## config.mk

```make
export PLATFORM = sky130hd
export DESIGN_NAME = seq_top
export DESIGN_NICKNAME = d
export VERILOG_FILES = /design/src/rtl/seq_pkg.sv /design/src/rtl/seq_slot.sv /design/src/rtl/seq_datapath.sv /design/src/rtl/seq_ctrl.sv /design/src/rtl/seq_top.sv
export SDC_FILE = /design/constraint.sdc
export NUM_CORES = 1
export LEC_CHECK = 0
export ABC_AREA = 1
export CELL_PAD_IN_SITES_DETAIL_PLACEMENT = 0
export CELL_PAD_IN_SITES_GLOBAL_PLACEMENT = 2
export CORE_MARGIN = 1.5
export CORE_UTILIZATION = 30
export DETAILED_ROUTE_END_ITERATION = 7
export PLACE_DENSITY_LB_ADDON = 0.1
export SETUP_SLACK_MARGIN = 0.3
export SLEW_MARGIN = 15
export SYNTH_ARGS = -nofsm -noshare
export SYNTH_HDL_FRONTEND = slang
export SYNTH_SLANG_ARGS = --single-unit
```

## constraint.sdc

```tcl
create_clock -name clk -period 6.4 [get_ports clk]
set_input_delay 1.28 -clock clk [delete_from_list [all_inputs] [get_ports clk]]
set_output_delay 1.28 -clock clk [all_outputs]
set_load 0.03 [all_outputs]
```

## src/rtl/seq_pkg.sv

```systemverilog
package seq_pkg;

  localparam int unsigned INST_W = 48;
  localparam int unsigned IMM_W  = 16;
  localparam int unsigned OP_W   = 4;
  localparam int unsigned UNITS  = 4;

  localparam logic [OP_W-1:0] OP_NOP  = 4'd0;
  localparam logic [OP_W-1:0] OP_BLT  = 4'd1;
  localparam logic [OP_W-1:0] OP_BLTU = 4'd2;
  localparam logic [OP_W-1:0] OP_BLE  = 4'd3;
  localparam logic [OP_W-1:0] OP_BLEU = 4'd4;
  localparam logic [OP_W-1:0] OP_BEQ  = 4'd5;
  localparam logic [OP_W-1:0] OP_JAL  = 4'd6;
  localparam logic [OP_W-1:0] OP_LOOP = 4'd7;

  // 13-bit branch offset value that means "halt"
  localparam logic [12:0] STOP_OFF = 13'h1000;

  typedef struct packed {
    logic             useLd1;
    logic             useLd0;
    logic             endFlag;
    logic             predAlways;
    logic [UNITS-1:0] predPat;
    logic [OP_W-1:0]  op1;
    logic [OP_W-1:0]  op0;
    logic [IMM_W-1:0] imm1;
    logic [IMM_W-1:0] imm0;
  } seqInst_t;

  typedef struct packed {
    logic restart;
    logic advance;
  } seqStrb_t;

endpackage

```

## src/rtl/seq_slot.sv

```systemverilog
module seq_slot
  import seq_pkg::*;
#(
  parameter int unsigned DATA_W = 32,
  parameter int unsigned IP_W   = 12,
  localparam int unsigned TGT_W = IP_W + 5
) (
  input  logic [OP_W-1:0]   op,
  input  logic [IMM_W-1:0]  imm,
  input  logic              en,
  input  logic [DATA_W-1:0] x,
  input  logic [DATA_W-1:0] y,
  input  logic [IP_W-1:0]   ip,
  output logic              redirect,
  output logic [TGT_W-1:0]  target,
  output logic              stopHit,
  output logic              jalBad,
  output logic              loopSet,
  output logic [DATA_W-1:0] loopCnt,
  output logic [TGT_W-1:0]  loopEnd
);

  logic isBr, isJal, isLoop, cmpRes, taken;
  logic [TGT_W-1:0] ipW, offBr, offJal, immZ;

  assign ipW    = {{(TGT_W-IP_W){1'b0}}, ip};
  assign offBr  = {{(TGT_W-13){imm[12]}}, imm[12:0]};
  assign offJal = {{(TGT_W-15){1'b0}}, imm[14:0]};
  assign immZ   = {{(TGT_W-IMM_W){1'b0}}, imm};

  always_comb begin
    isBr   = 1'b0;
    cmpRes = 1'b0;
    unique case (op)
      OP_BLT:  begin isBr = 1'b1; cmpRes = $signed(x) <  $signed(y); end
      OP_BLTU: begin isBr = 1'b1; cmpRes = x <  y; end
      OP_BLE:  begin isBr = 1'b1; cmpRes = $signed(x) <= $signed(y); end
      OP_BLEU: begin isBr = 1'b1; cmpRes = x <= y; end
      OP_BEQ:  begin isBr = 1'b1; cmpRes = x == y; end
      default: begin isBr = 1'b0; cmpRes = 1'b0; end
    endcase
  end

  assign isJal  = (op == OP_JAL);
  assign isLoop = (op == OP_LOOP);

  assign taken    = en && isBr && (cmpRes == imm[15]);
  assign stopHit  = taken && (imm[12:0] == STOP_OFF);
  assign jalBad   = en && isJal && !imm[15];
  assign redirect = (taken && !stopHit) || (en && isJal && imm[15]);
  assign target   = ipW + (isJal ? offJal : offBr);

  assign loopSet  = en && isLoop;
  assign loopCnt  = (x == '0) ? '0 : x - 1'b1;
  assign loopEnd  = ipW + immZ - 1'b1;

endmodule

```

## src/rtl/seq_datapath.sv

```systemverilog
module seq_datapath
  import seq_pkg::*;
#(
  parameter int unsigned DATA_W = 32,
  parameter int unsigned IP_W   = 12,
  localparam int unsigned TGT_W = IP_W + 5,
  localparam int unsigned SLOTS = 2
) (
  input  logic              clk,
  input  logic              rst_n,
  input  seqStrb_t          strb,
  input  logic [OP_W-1:0]   op0,
  input  logic [OP_W-1:0]   op1,
  input  logic [IMM_W-1:0]  imm0,
  input  logic [IMM_W-1:0]  imm1,
  input  logic [UNITS-1:0]  unitEn,
  input  logic [DATA_W-1:0] aluX0,
  input  logic [DATA_W-1:0] aluY0,
  input  logic [DATA_W-1:0] aluX1,
  input  logic [DATA_W-1:0] aluY1,
  output logic [IP_W-1:0]   ip,
  output logic              stopHit,
  output logic              jalBad,
  output logic              rangeErr
);

  logic [SLOTS-1:0][OP_W-1:0]   opArr;
  logic [SLOTS-1:0][IMM_W-1:0]  immArr;
  logic [SLOTS-1:0][DATA_W-1:0] xArr, yArr;
  logic [SLOTS-1:0]             redirArr, stopArr, jalBadArr, loopSetArr;
  logic [SLOTS-1:0][TGT_W-1:0]  tgtArr, loopEndArr;
  logic [SLOTS-1:0][DATA_W-1:0] loopCntArr;

  assign opArr  = {op1, op0};
  assign immArr = {imm1, imm0};
  assign xArr   = {aluX1, aluX0};
  assign yArr   = {aluY1, aluY0};

  for (genvar g = 0; g < SLOTS; g++) begin : gSlot
    seq_slot #(.DATA_W(DATA_W), .IP_W(IP_W)) uSlot (
      .op      (opArr[g]),
      .imm     (immArr[g]),
      .en      (unitEn[g]),
      .x       (xArr[g]),
      .y       (yArr[g]),
      .ip      (ip),
      .redirect(redirArr[g]),
      .target  (tgtArr[g]),
      .stopHit (stopArr[g]),
      .jalBad  (jalBadArr[g]),
      .loopSet (loopSetArr[g]),
      .loopCnt (loopCntArr[g]),
      .loopEnd (loopEndArr[g])
    );
  end

  logic [DATA_W-1:0] loopCntR;
  logic [IP_W-1:0]   loopStartR;
  logic [TGT_W-1:0]  loopEndR;
  logic [TGT_W-1:0]  ipW, nextIp;
  logic              loopWrap;

  assign ipW      = {{(TGT_W-IP_W){1'b0}}, ip};
  assign loopWrap = (loopCntR != '0) && (ipW == loopEndR);

  always_comb begin
    nextIp = ipW + 1'b1;
    for (int s = 0; s < SLOTS; s++) begin
      if (redirArr[s]) nextIp = tgtArr[s];
    end
    if (loopWrap) nextIp = {{(TGT_W-IP_W){1'b0}}, loopStartR} + 1'b1;
  end

  assign stopHit  = |stopArr;
  assign jalBad   = |jalBadArr;
  assign rangeErr = nextIp[TGT_W-1:IP_W] != '0;

  always_ff @(posedge clk) begin
    if (!rst_n) begin
      ip         <= '0;
      loopCntR   <= '0;
      loopStartR <= '0;
      loopEndR   <= '0;
    end else if (strb.restart) begin
      ip         <= '0;
      loopCntR   <= '0;
      loopStartR <= '0;
      loopEndR   <= '0;
    end else if (strb.advance) begin
      ip <= nextIp[IP_W-1:0];
      if (loopSetArr[1]) begin
        loopCntR   <= loopCntArr[1];
        loopStartR <= ip;
        loopEndR   <= loopEndArr[1];
      end else if (loopSetArr[0]) begin
        loopCntR   <= loopCntArr[0];
        loopStartR <= ip;
        loopEndR   <= loopEndArr[0];
      end else if (loopWrap) begin
        loopCntR <= loopCntR - 1'b1;
      end
    end
  end


  restart_zero_chk: assert property (@(posedge clk) disable iff (!rst_n)
    strb.restart |=> (ip == '0));


  idle_hold_chk: assert property (@(posedge clk) disable iff (!rst_n)
    (!strb.advance && !strb.restart) |=> $stable(ip));


  loop_wrap_chk: assert property (@(posedge clk) disable iff (!rst_n)
    (strb.advance && loopWrap && !(|loopSetArr)) |=> (ip == IP_W'($past(loopStartR) + 1'b1)));

endmodule

```

## src/rtl/seq_ctrl.sv

```systemverilog
module seq_ctrl
  import seq_pkg::*;
#(
  parameter int unsigned DATA_W = 32
) (
  input  logic              clk,
  input  logic              rst_n,
  input  logic              start,
  input  logic              endFlag,
  input  logic              useLd0,
  input  logic              useLd1,
  input  logic              predAlways,
  input  logic [UNITS-1:0]  predPat,
  input  logic [DATA_W-1:0] predVal,
  input  logic              stopHit,
  input  logic              jalBad,
  input  logic              rangeErr,
  output seqStrb_t          strb,
  output logic [UNITS-1:0]  unitEn,
  output logic              pop0,
  output logic              pop1,
  output logic              running,
  output logic              finished,
  output logic              errFlag
);

  logic endPending, predTrue, loadBad, anyErr, normalHalt;

  assign predTrue   = |predVal;
  assign loadBad    = useLd1 && !useLd0;
  assign normalHalt = stopHit || endPending;
  assign anyErr     = jalBad || loadBad || (rangeErr && !normalHalt);

  always_comb begin
    if (!running)        unitEn = '0;
    else if (predAlways) unitEn = '1;
    else                 unitEn = predPat ~^ {UNITS{predTrue}};
  end

  assign pop0 = running && useLd0;
  assign pop1 = running && useLd0 && useLd1;

  assign strb.restart = !running && start;
  assign strb.advance = running && !anyErr && !normalHalt;

  always_ff @(posedge clk) begin
    if (!rst_n) begin
      running    <= 1'b0;
      endPending <= 1'b0;
      finished   <= 1'b0;
      errFlag    <= 1'b0;
    end else begin
      finished <= 1'b0;
      if (!running) begin
        if (start) begin
          running    <= 1'b1;
          endPending <= 1'b0;
          errFlag    <= 1'b0;
        end
      end else if (anyErr) begin
        running <= 1'b0;
        errFlag <= 1'b1;
      end else if (normalHalt) begin
        running  <= 1'b0;
        finished <= 1'b1;
      end else begin
        endPending <= endFlag;
      end
    end
  end


  finished_pulse_chk: assert property (@(posedge clk) disable iff (!rst_n)
    finished |=> !finished);


  err_from_run_chk: assert property (@(posedge clk) disable iff (!rst_n)
    $rose(errFlag) |-> ($past(running) && !running && !finished));


  end_delay_chk: assert property (@(posedge clk) disable iff (!rst_n)
    (running && endFlag && !anyErr && !normalHalt) |=> running);

endmodule

```

## src/rtl/seq_top.sv

```systemverilog
module seq_top
  import seq_pkg::*;
#(
  parameter int unsigned DATA_W = 32,
  parameter int unsigned IP_W   = 12
) (
  input  logic              clk,
  input  logic              rst_n,
  input  logic              start,
  output logic [IP_W-1:0]   imemAddr,
  input  logic [INST_W-1:0] imemData,
  input  logic [DATA_W-1:0] predVal,
  input  logic [DATA_W-1:0] aluX0,
  input  logic [DATA_W-1:0] aluY0,
  input  logic [DATA_W-1:0] aluX1,
  input  logic [DATA_W-1:0] aluY1,
  output logic [UNITS-1:0]  unitEn,
  output logic              pop0,
  output logic              pop1,
  output logic              running,
  output logic              finished,
  output logic              errFlag
);

  seqInst_t inst;
  seqStrb_t strb;
  logic     stopHit, jalBad, rangeErr;

  assign inst = seqInst_t'(imemData);

  seq_ctrl #(.DATA_W(DATA_W)) uCtrl (
    .clk       (clk),
    .rst_n     (rst_n),
    .start     (start),
    .endFlag   (inst.endFlag),
    .useLd0    (inst.useLd0),
    .useLd1    (inst.useLd1),
    .predAlways(inst.predAlways),
    .predPat   (inst.predPat),
    .predVal   (predVal),
    .stopHit   (stopHit),
    .jalBad    (jalBad),
    .rangeErr  (rangeErr),
    .strb      (strb),
    .unitEn    (unitEn),
    .pop0      (pop0),
    .pop1      (pop1),
    .running   (running),
    .finished  (finished),
    .errFlag   (errFlag)
  );

  seq_datapath #(.DATA_W(DATA_W), .IP_W(IP_W)) uDp (
    .clk     (clk),
    .rst_n   (rst_n),
    .strb    (strb),
    .op0     (inst.op0),
    .op1     (inst.op1),
    .imm0    (inst.imm0),
    .imm1    (inst.imm1),
    .unitEn  (unitEn),
    .aluX0   (aluX0),
    .aluY0   (aluY0),
    .aluX1   (aluX1),
    .aluY1   (aluY1),
    .ip      (imemAddr),
    .stopHit (stopHit),
    .jalBad  (jalBad),
    .rangeErr(rangeErr)
  );

endmodule

```

==> results summary, run 1 <==
The fill cell total of the finished layout is about 4,400. The maximum vdd ir drop came out at between 0.0003 and 0.0004 V. The net count of the mapped netlist is 2,438. Using the TritonRoute via totals, the vias-per-cell ratio works out to 4.76. The share of final-layout standard cells stronger than drive strength 1 came out at 0.0310. TritonCTS built the clock tree. The worst register-to-register path ends at uDp.loopCntR[13]. The time the worst path needs with I/O delays and setup is 5430 ps. Setup repair after global routing left no endpoint under its margin. The area inside the core boundary came out at 39,900 um2. The floorplan step set the die width to 205 um. The largest net degree at the start of global routing is 65.

The root buffer selected by CTS is sky130_fd_sc_hd__clkbuf_16. The number of cells traversed by the worst register-to-register path is 20. The setup path with the least slack is of type input port to register.

The startpoint of the most critical register-to-register path is uDp.ip[2]. The tightest hold path in the finished design has a slack of slightly below 500 ps. Relative to the synthesized area, the layout overhead comes to 25.7%. The share of the Yosys chip area taken by registers is 0.126. In the finished design, the share of the clock period the worst path needs comes to 0.848.

The total overflow left after global routing is 0. The worst setup path is captured at a register. Along the worst path, the maximum fanout reaches between 60 and 70. The worst setup path is launched from an input port.

The worst endpoint data arrival time is roughly 5700 ps. For this run, the top clock speed supported by timing is roughly 180 MHz. In this run the most critical hold path is launched from uCtrl.endPending. The HPWL reported at the end of detailed placement came out at between 30,000 and 40,000 um. The insertion delay of the later-clocked pin in the worst-skew pair is 360 ps. The library cells used most frequently in the layout, excluding fill and tap cells, are sky130_fd_sc_hd__nand2_1 (416), sky130_fd_sc_hd__inv_1 (398), sky130_fd_sc_hd__nor2_1 (300). Counting tap cells, the placed design contains a total of roughly 2,800 instances. The via count of the first global-routing pass is roughly 13,000.

The final estimated routing congestion in global placement is approximately 0.83. The final cell count without fillers is between 2,000 and 3,000. The worst hold path passes through 2 cells.

The flow ran to the end, and the final reports show no timing, DRC or antenna violations. The post-synthesis cell type count is 56. In this run, synthesis produced a sequential element count of just under 80. The average wire per cell in the routed design came out at about 16 um.

The leakage power is slightly below 8 nW. The number of endpoints with negative hold slack in the final report came out at 0. Pin placement for this block handled 232 I/O pins. After the last flow step, the layout net total stands at 2,646. For the final routed database, the setup TNS stands at 0 ps. The area of the die is around 42,000 um2. The number of clock sinks came out at 77. The DRC violation count after routing came out at 0. The count of input and output buffers is about 230. The count of max-cap constraint violations is 0.

The power density over cell area came out at a little under 500 nW/um2. The number of gates resized after cts came out at 0. The number of instances in the synthesized netlist came out at between 2,000 and 2,500. The reg-to-reg setup timing slack is between 1500 and 2000 ps.

The global-route usage over all layers is 0.216. The maximum count of clock buffers along a single path is 2. The area of the mapped netlist is 12,200 um2.

The worst endpoint required time came out at approximately 6600 ps. The worst pin sits at a relative slew slack of 0.252. The first TritonRoute pass finished after 6 iterations. The final worst slack is just under 1000 ps. Counting the buffers created by CTS gives 9.

The number of H-tree branching levels is 3. The warning count from the yosys run came out at 0. The share of async-settable or async-resettable flops after synthesis came out at 0.

The global-route wire length before repair came out at around 70,000 um. The aggregate routed wire length is roughly 45,000 um. The vias after detailed routing came out at 13,400. The number of antenna violations at the first check in global routing was 0. The floorplan has between 70 and 80 rows. The transition time at the pin with the least slew margin is 1120 ps. Buffers added to address setup during post-CTS repair amount to 0.

The detail route stage leaves a number of antenna-violating nets equal to 0. Counting flops with a built-in enable in the synthesized netlist gives 0. Leaving out fill and tap cells, the most frequent cell in the layout is sky130_fd_sc_hd__nand2_1. For this run, the leading register cell type out of synthesis is sky130_fd_sc_hd__dfxtp_1. The pre-CTS worst setup slack is about 460 ps. Setup violations remaining at the end of the flow were counted as 0. The average cell area after synthesis came out at between 5 and 6 um2. The worst clock skew is ~15 ps.

The final core utilization is 0.384. The hold-critical path endpoint is uCtrl.endPending. The number of hold buffers added after CTS was 0.

The height of the chip is ~200 um. The detailed router finished its first iteration with between 900 and 1,000 violations. After clock tree synthesis, the clock-pin slew on the worst setup and hold paths is 70 ps.

The number of slew-limit violations in the final report was 0. The path class of the tightest hold or removal check is register to register. The initial utilization of the core area, before any placement, comes to 0.305.
sequential cells by signal (all words and copies together), names as in the netlist:
signal,cells
uDp.loopStartR,12
uCtrl.running,1
uCtrl.errFlag,1
uDp.loopCntR,32
uCtrl.finished,1
uDp.ip,12
uDp.loopEndR,17
uCtrl.endPending,1
cells by family after synthesis:
group,Yosys count,share of synthesized area
AO/OA/AOI/OAI,333,0.156
XOR/XNOR,116,0.0834
adder cells (fa/ha/maj),151,0.157
AND/OR/NAND/NOR,944,0.332
flip-flops,77,0.126
buffers and inverters,455,0.145
Yosys cell counts (all sizes together) (3+ instances only):
cell type	instances	share of area
a21boi	3	0.0018
o21bai	20	0.012
o31ai	7	0.0047
and2	3	0.0015
nand2	422	0.13
clkbuf	26	0.0080
buf	21	0.011
o221ai	5	0.0036
o21ai	131	0.054
ha	147	0.15
o211ai	13	0.0080
dfxtp	77	0.13
nand4	34	0.020
or2	7	0.0038
a21o	6	0.0037
a31oi	7	0.0036
nor2	309	0.099
nor4	30	0.017
nand3	92	0.039
nor3	40	0.018
fa	4	0.0066
inv	405	0.12
a21oi	101	0.041
o32ai	3	0.0022
xnor2	26	0.019
clkinv	3	0.00092
o22ai	27	0.014
xor2	90	0.065
nand3b	3	0.0018
layout make-up:
cell class | instances | area, um2 | share of cell area
inverters | 408 | 1530 | 0.0999
repair buffers | 244 | 2410 | 0.157
multi-input cells | 1544 | 8890 | 0.580
clock inverters | 6 | 53.8 | 0.00351
well taps | 525 | 657 | 0.0429
clock buffers | 10 | 239 | 0.0156
diodes | 2 | 5.00 | 0.000327
flip-flops and latches | 77 | 1540 | 0.101
worst max-delay path, stage by stage:
cell,delay [ps]
sky130_fd_sc_hd__clkdlybuf4s50_1,470
sky130_fd_sc_hd__ha_1,440
sky130_fd_sc_hd__nand2_1,120
sky130_fd_sc_hd__inv_2,60
sky130_fd_sc_hd__nand2_2,50
sky130_fd_sc_hd__nor2_2,190
sky130_fd_sc_hd__nand2_1,140
sky130_fd_sc_hd__nor2_2,150
sky130_fd_sc_hd__nand3_1,260
sky130_fd_sc_hd__nor2_1,170
sky130_fd_sc_hd__a21oi_1,50
sky130_fd_sc_hd__nand2_1,70
sky130_fd_sc_hd__clkinv_1,70
sky130_fd_sc_hd__nand3_1,90
sky130_fd_sc_hd__nand4_1,200
sky130_fd_sc_hd__nand2_1,160
sky130_fd_sc_hd__nand2_1,70
sky130_fd_sc_hd__nand2_1,50
sky130_fd_sc_hd__nand2_1,50
sky130_fd_sc_hd__nand2_1,90
sky130_fd_sc_hd__nand2_1,70
sky130_fd_sc_hd__nand2_2,130
sky130_fd_sc_hd__nand4_4,730
sky130_fd_sc_hd__o21bai_1,410
sky130_fd_sc_hd__nor2_1,60
power breakdown:
group,total (mW),switching (mW),internal (mW)
clock,0.529,0.248,0.281
sequential,0.765,0.176,0.589
combinational,6.29,3.97,2.31
total,7.58,4.40,3.18
per-layer routing:
metal / up-vias / global-route usage / wire, um
met4: 0 / 0.0307 / 438
met5: - / 0 / 0
met1: 6054 / 0.321 / 23600
met2: 285 / 0.339 / 19400
li1: 7057 / - / -
met3: 21 / 0.0232 / 1780
how the worst max path moves through the flow:
stage                           start  cells after the start  slack (ps)          endpoint
after floorplan           imemData[1]                     23        2380  uDp.loopEndR[15]
after global placement      aluX0[31]                     27         520  uDp.loopCntR[15]
after detailed placement    aluX0[31]                     27         460  uDp.loopCntR[16]
after CTS                   aluX0[31]                     27         820  uDp.loopCntR[28]
after global routing        aluX0[31]                     27         410  uDp.loopCntR[13]
final                       aluX0[31]                     25         970  uDp.loopCntR[13]
per-stage QoR:
step	area (um2)	power (mW)
detailed placement	15000	7.05
floorplan	12200	5.36
global placement	15000	7.07
global route	15300	8.46
CTS	15300	7.63
finish	15300	7.58
Power figures use the tool's default switching activity.
==> run 2, diff against run 1 <==
--- a/config.mk
+++ b/config.mk
@@ -9,7 +9,7 @@
 export CELL_PAD_IN_SITES_DETAIL_PLACEMENT = 0
 export CELL_PAD_IN_SITES_GLOBAL_PLACEMENT = 2
 export CORE_MARGIN = 1.5
-export CORE_UTILIZATION = 30
+export CORE_UTILIZATION = 28
 export DETAILED_ROUTE_END_ITERATION = 7
 export PLACE_DENSITY_LB_ADDON = 0.1
 export SETUP_SLACK_MARGIN = 0.3
==> constraint.sdc (replaced) <==
create_clock -name clk -period 5.2 [get_ports clk]
set_input_delay 1.04 -clock clk [delete_from_list [all_inputs] [get_ports clk]]
set_output_delay 1.04 -clock clk [all_outputs]
set_load 0.03 [all_outputs]
==> results summary, run 2 (synthesis results as in run 1) <==
The height of the chip is between 200 and 250 um. The critical path starts at imemData[16]. The post-route setup TNS is 0 ps. The area of the die is around 45,000 um2. The antenna cell count is 0. The post-placement cell count is about 2,900. The number of cells traversed by the worst register-to-register path is 23.

The startpoint identified for the worst register-to-register timing path is uDp.ip[3]. The insertion delay of the later-clocked pin in the worst-skew pair came out at around 350 ps. The count of max-cap constraint violations came out at 0. The largest net degree at the start of global routing came out at 65.

The final critical-path share of the clock period came out at 0.867. The clock buffer count from CTS came out at 9. The die outline width is roughly 210 um.

The global-route wire length before repair came out at between 70,000 and 80,000 um. Detailed placement ended at an HPWL of between 30,000 and 40,000 um. Traced cell by cell, the critical path runs through clkdlybuf4s50_1, ha_1, inv_1, fa_1, o31ai_4, a31oi_1, o21ai_1, a21oi_1, o21ai_0, xor2_1, nand4_1, nand2_1, nand2_1, nand2_2, nand2_2, inv_2, buf_4, nand3_1, nand2_1, nor2_1.

The first TritonRoute pass finished after 5 iterations. The TritonCTS clock tree is yes. The critical path depth is 20. The via count of the first global-routing pass came out at around 13,000. The cell family with the largest share of critical-path delay is compound AO/OA/AOI/OAI gates. The worst clock skew is 15.8 ps. The transition time at the pin with the least slew margin came out at 735 ps. The reg-to-reg setup timing slack came out at around 1100 ps. The clock transition at the register clock pins on the worst setup and hold paths after CTS is roughly 60 ps. The timing-limited maximum frequency is approximately 220 MHz. The number of vias per cell after detailed routing came out at between 4 and 5. The count of nets left with antenna violations after detail routing came out at 0. The run finished with clean final reports. In the post-route analysis, the smallest setup slack over all paths is approximately 690 ps. The root buffer selected by CTS is sky130_fd_sc_hd__clkbuf_16.

For this design the static power due to leakage is ~7.9 nW. STA puts the critical path data required time at roughly 5400 ps. The final instance area is 15,700 um2. The cell that appears most often on the critical path is sky130_fd_sc_hd__nand2_1. The global-route usage over all layers came out at 0.206. The H-tree was split into 3 levels. Across the VDD grid, the largest voltage drop is 0.000419 V.

The worst register-to-register path ends at uDp.loopEndR[12]. The share of final-layout standard cells stronger than drive strength 1 is 0.0411. uDp.loopCntR holds more flip-flops than any other register. The area inside the core boundary is 43,000 um2. The critical path endpoint is uDp.ip[10]. The number of slew-limit violations in the final report came out at 0. Setup repair after global routing left no endpoint under its margin. In this run the count of I/O pins placed on the die edge is between 200 and 250.

The top cell types in the final layout, fill and taps aside, are sky130_fd_sc_hd__nand2_1 (415), sky130_fd_sc_hd__inv_1 (397), sky130_fd_sc_hd__nor2_1 (300). The number of setup violations in the final report is 0. Routability-driven placement finished with a final weighted congestion of roughly 0.87. The largest registers in the layout are uDp.loopCntR (32), uDp.loopEndR (17). The aggregate routed wire length came out at between 40,000 and 50,000 um. Before CTS, the worst setup slack after placement is about 98 ps. The number of clock sinks came out at 77. The clock passes through at most 2 buffers. For this block, the via count after detailed routing is roughly 13,000. The worst hold margin is between 400 and 500 ps. The average wire per cell in the routed design came out at about 16 um. The number of endpoints with negative hold slack in the final report came out at 0. The biggest cell delay along the critical path is 510 ps. After detailed routing, the number of remaining DRC violations is 0. The type of the tightest min-delay check is register to register. The worst setup path is launched from an input port. The number of antenna violations at the first check in global routing is 1. During placement, the flow inserted port buffers numbering ~230. The total power after layout is roughly 9.5 mW. The starting density of the core is 0.284. The slowest stage of the critical path belongs to the cell sky130_fd_sc_hd__clkdlybuf4s50_1.

The overall overflow remaining after global route came out at 0. The iteration-0 DRC count of the detailed router is between 700 and 800. The most common cell after layout, fill and taps aside is sky130_fd_sc_hd__nand2_1. The count of buffer and inverter cells on the critical path is 4. From synthesis to final layout, the design area changed by 28.5%. The number of standard-cell rows in the floorplan came out at 76. Headroom to the max-slew limit came out at 0.505.

The count of cells in the finished layout, fillers not included, comes to a little under 3,000. Along the worst path, the maximum fanout reaches 13. The power density over cell area came out at around 610 nW/um2.

The worst setup path is of the input port to register kind. After detailed placement, the total cell area comes to 15,300 um2. The number of flip-flops under the largest register name came out at 32. The worst endpoint data arrival time is 4730 ps. In the final design database the tool counted 2,668 nets. The time the worst path needs with I/O delays and setup is roughly 4500 ps.

The final core utilization came out at 0.364. The critical path endpoint category is a register.
## run 2: cell types whose count changed in the layout (fill, tap and decap cells not counted), moves of 2 or more
cell,change
sky130_fd_sc_hd__buf_12,+2
sky130_fd_sc_hd__buf_6,+2
sky130_fd_sc_hd__bufinv_16,+2
sky130_fd_sc_hd__diode_2,-2
sky130_fd_sc_hd__buf_4,+17
sky130_fd_sc_hd__clkinvlp_4,+2
## run 2: worst min-delay path by stage
stage / slack [ps] / cells after the start / to / from
2_1_floorplan: 450 / 2 / uCtrl.endPending / uCtrl.endPending
3_3_place_gp: 470 / 2 / uCtrl.endPending / uCtrl.endPending
3_5_place_dp: 480 / 2 / uCtrl.endPending / uCtrl.endPending
4_1_cts: 490 / 2 / uCtrl.endPending / uCtrl.endPending
5_1_grt: 560 / 4 / uDp.loopEndR[16] / uDp.loopEndR[16]
6_report: 490 / 2 / uCtrl.endPending / uCtrl.endPending
## run 2: per-layer routing
| metal | GRT usage | vias to the layer above | wire [um] |
|---|---|---|---|
| met5 | 0 | - | 0 |
| met1 | 0.301 | 6070 | 23700 |
| met2 | 0.327 | 248 | 20000 |
| li1 | - | 7090 | - |
| met4 | 0.0328 | 0 | 518 |
| met3 | 0.0249 | 31 | 1940 |
## run 2: cell type report
cell class,instances,area (um2)
Timing Repair inverter,1,7.51
Tap cell,585,732
Clock buffer,10,229
Inverter,408,1540
Timing Repair Buffer,265,2600
Sequential cell,77,1540
Multi-Input combinational cell,1544,8920
Clock inverter,6,93.8
Fill cell,4845,27300
## run 2: power breakdown
part | total (mW) | leakage (nW) | switching [mW] | internal, mW
clock network | 0.717 | 0.154 | 0.291 | 0.426
logic | 7.90 | 7.15 | 4.96 | 2.94
registers | 0.893 | 0.622 | 0.169 | 0.725
## run 2: timing repair
action / in CTS / in global routing
gates resized for setup: 0 / 10
setup buffers: 0 / 4
hold buffers: 0 / 0
setup endpoints to repair: 0 / 31
hold endpoints to repair: 0 / 0
## run 2: worst reg2reg max path, stage by stage, from the launching register on
cell	delay [ps]
sky130_fd_sc_hd__dfxtp_1	560
sky130_fd_sc_hd__inv_1	280
sky130_fd_sc_hd__ha_1	430
sky130_fd_sc_hd__inv_1	90
sky130_fd_sc_hd__ha_1	350
sky130_fd_sc_hd__a21o_1	190
sky130_fd_sc_hd__a31oi_1	250
sky130_fd_sc_hd__nor2_1	100
sky130_fd_sc_hd__o21ai_0	170
sky130_fd_sc_hd__nand2_1	100
sky130_fd_sc_hd__nand2_1	90
sky130_fd_sc_hd__nand2_1	60
sky130_fd_sc_hd__a21oi_1	160
sky130_fd_sc_hd__buf_4	160
sky130_fd_sc_hd__nor2_1	60
sky130_fd_sc_hd__nor2_1	120
sky130_fd_sc_hd__o21bai_1	110
sky130_fd_sc_hd__nand3_1	80
sky130_fd_sc_hd__nand2_1	100
sky130_fd_sc_hd__or2_2	290
sky130_fd_sc_hd__nand3_1	80
sky130_fd_sc_hd__nand2_1	50
sky130_fd_sc_hd__nor2_1	110
sky130_fd_sc_hd__nor2_1	50
==> run 3, diff against run 2 <==
--- a/config.mk
+++ b/config.mk
@@ -10,6 +10,7 @@
 export CELL_PAD_IN_SITES_GLOBAL_PLACEMENT = 2
 export CORE_MARGIN = 1.5
 export CORE_UTILIZATION = 28
+export CTS_CLUSTER_DIAMETER = 150
 export DETAILED_ROUTE_END_ITERATION = 7
 export PLACE_DENSITY_LB_ADDON = 0.1
 export SETUP_SLACK_MARGIN = 0.3
==> results of run 3 <==
The final DEF is identical to that of run 2; final timing and power are the same.
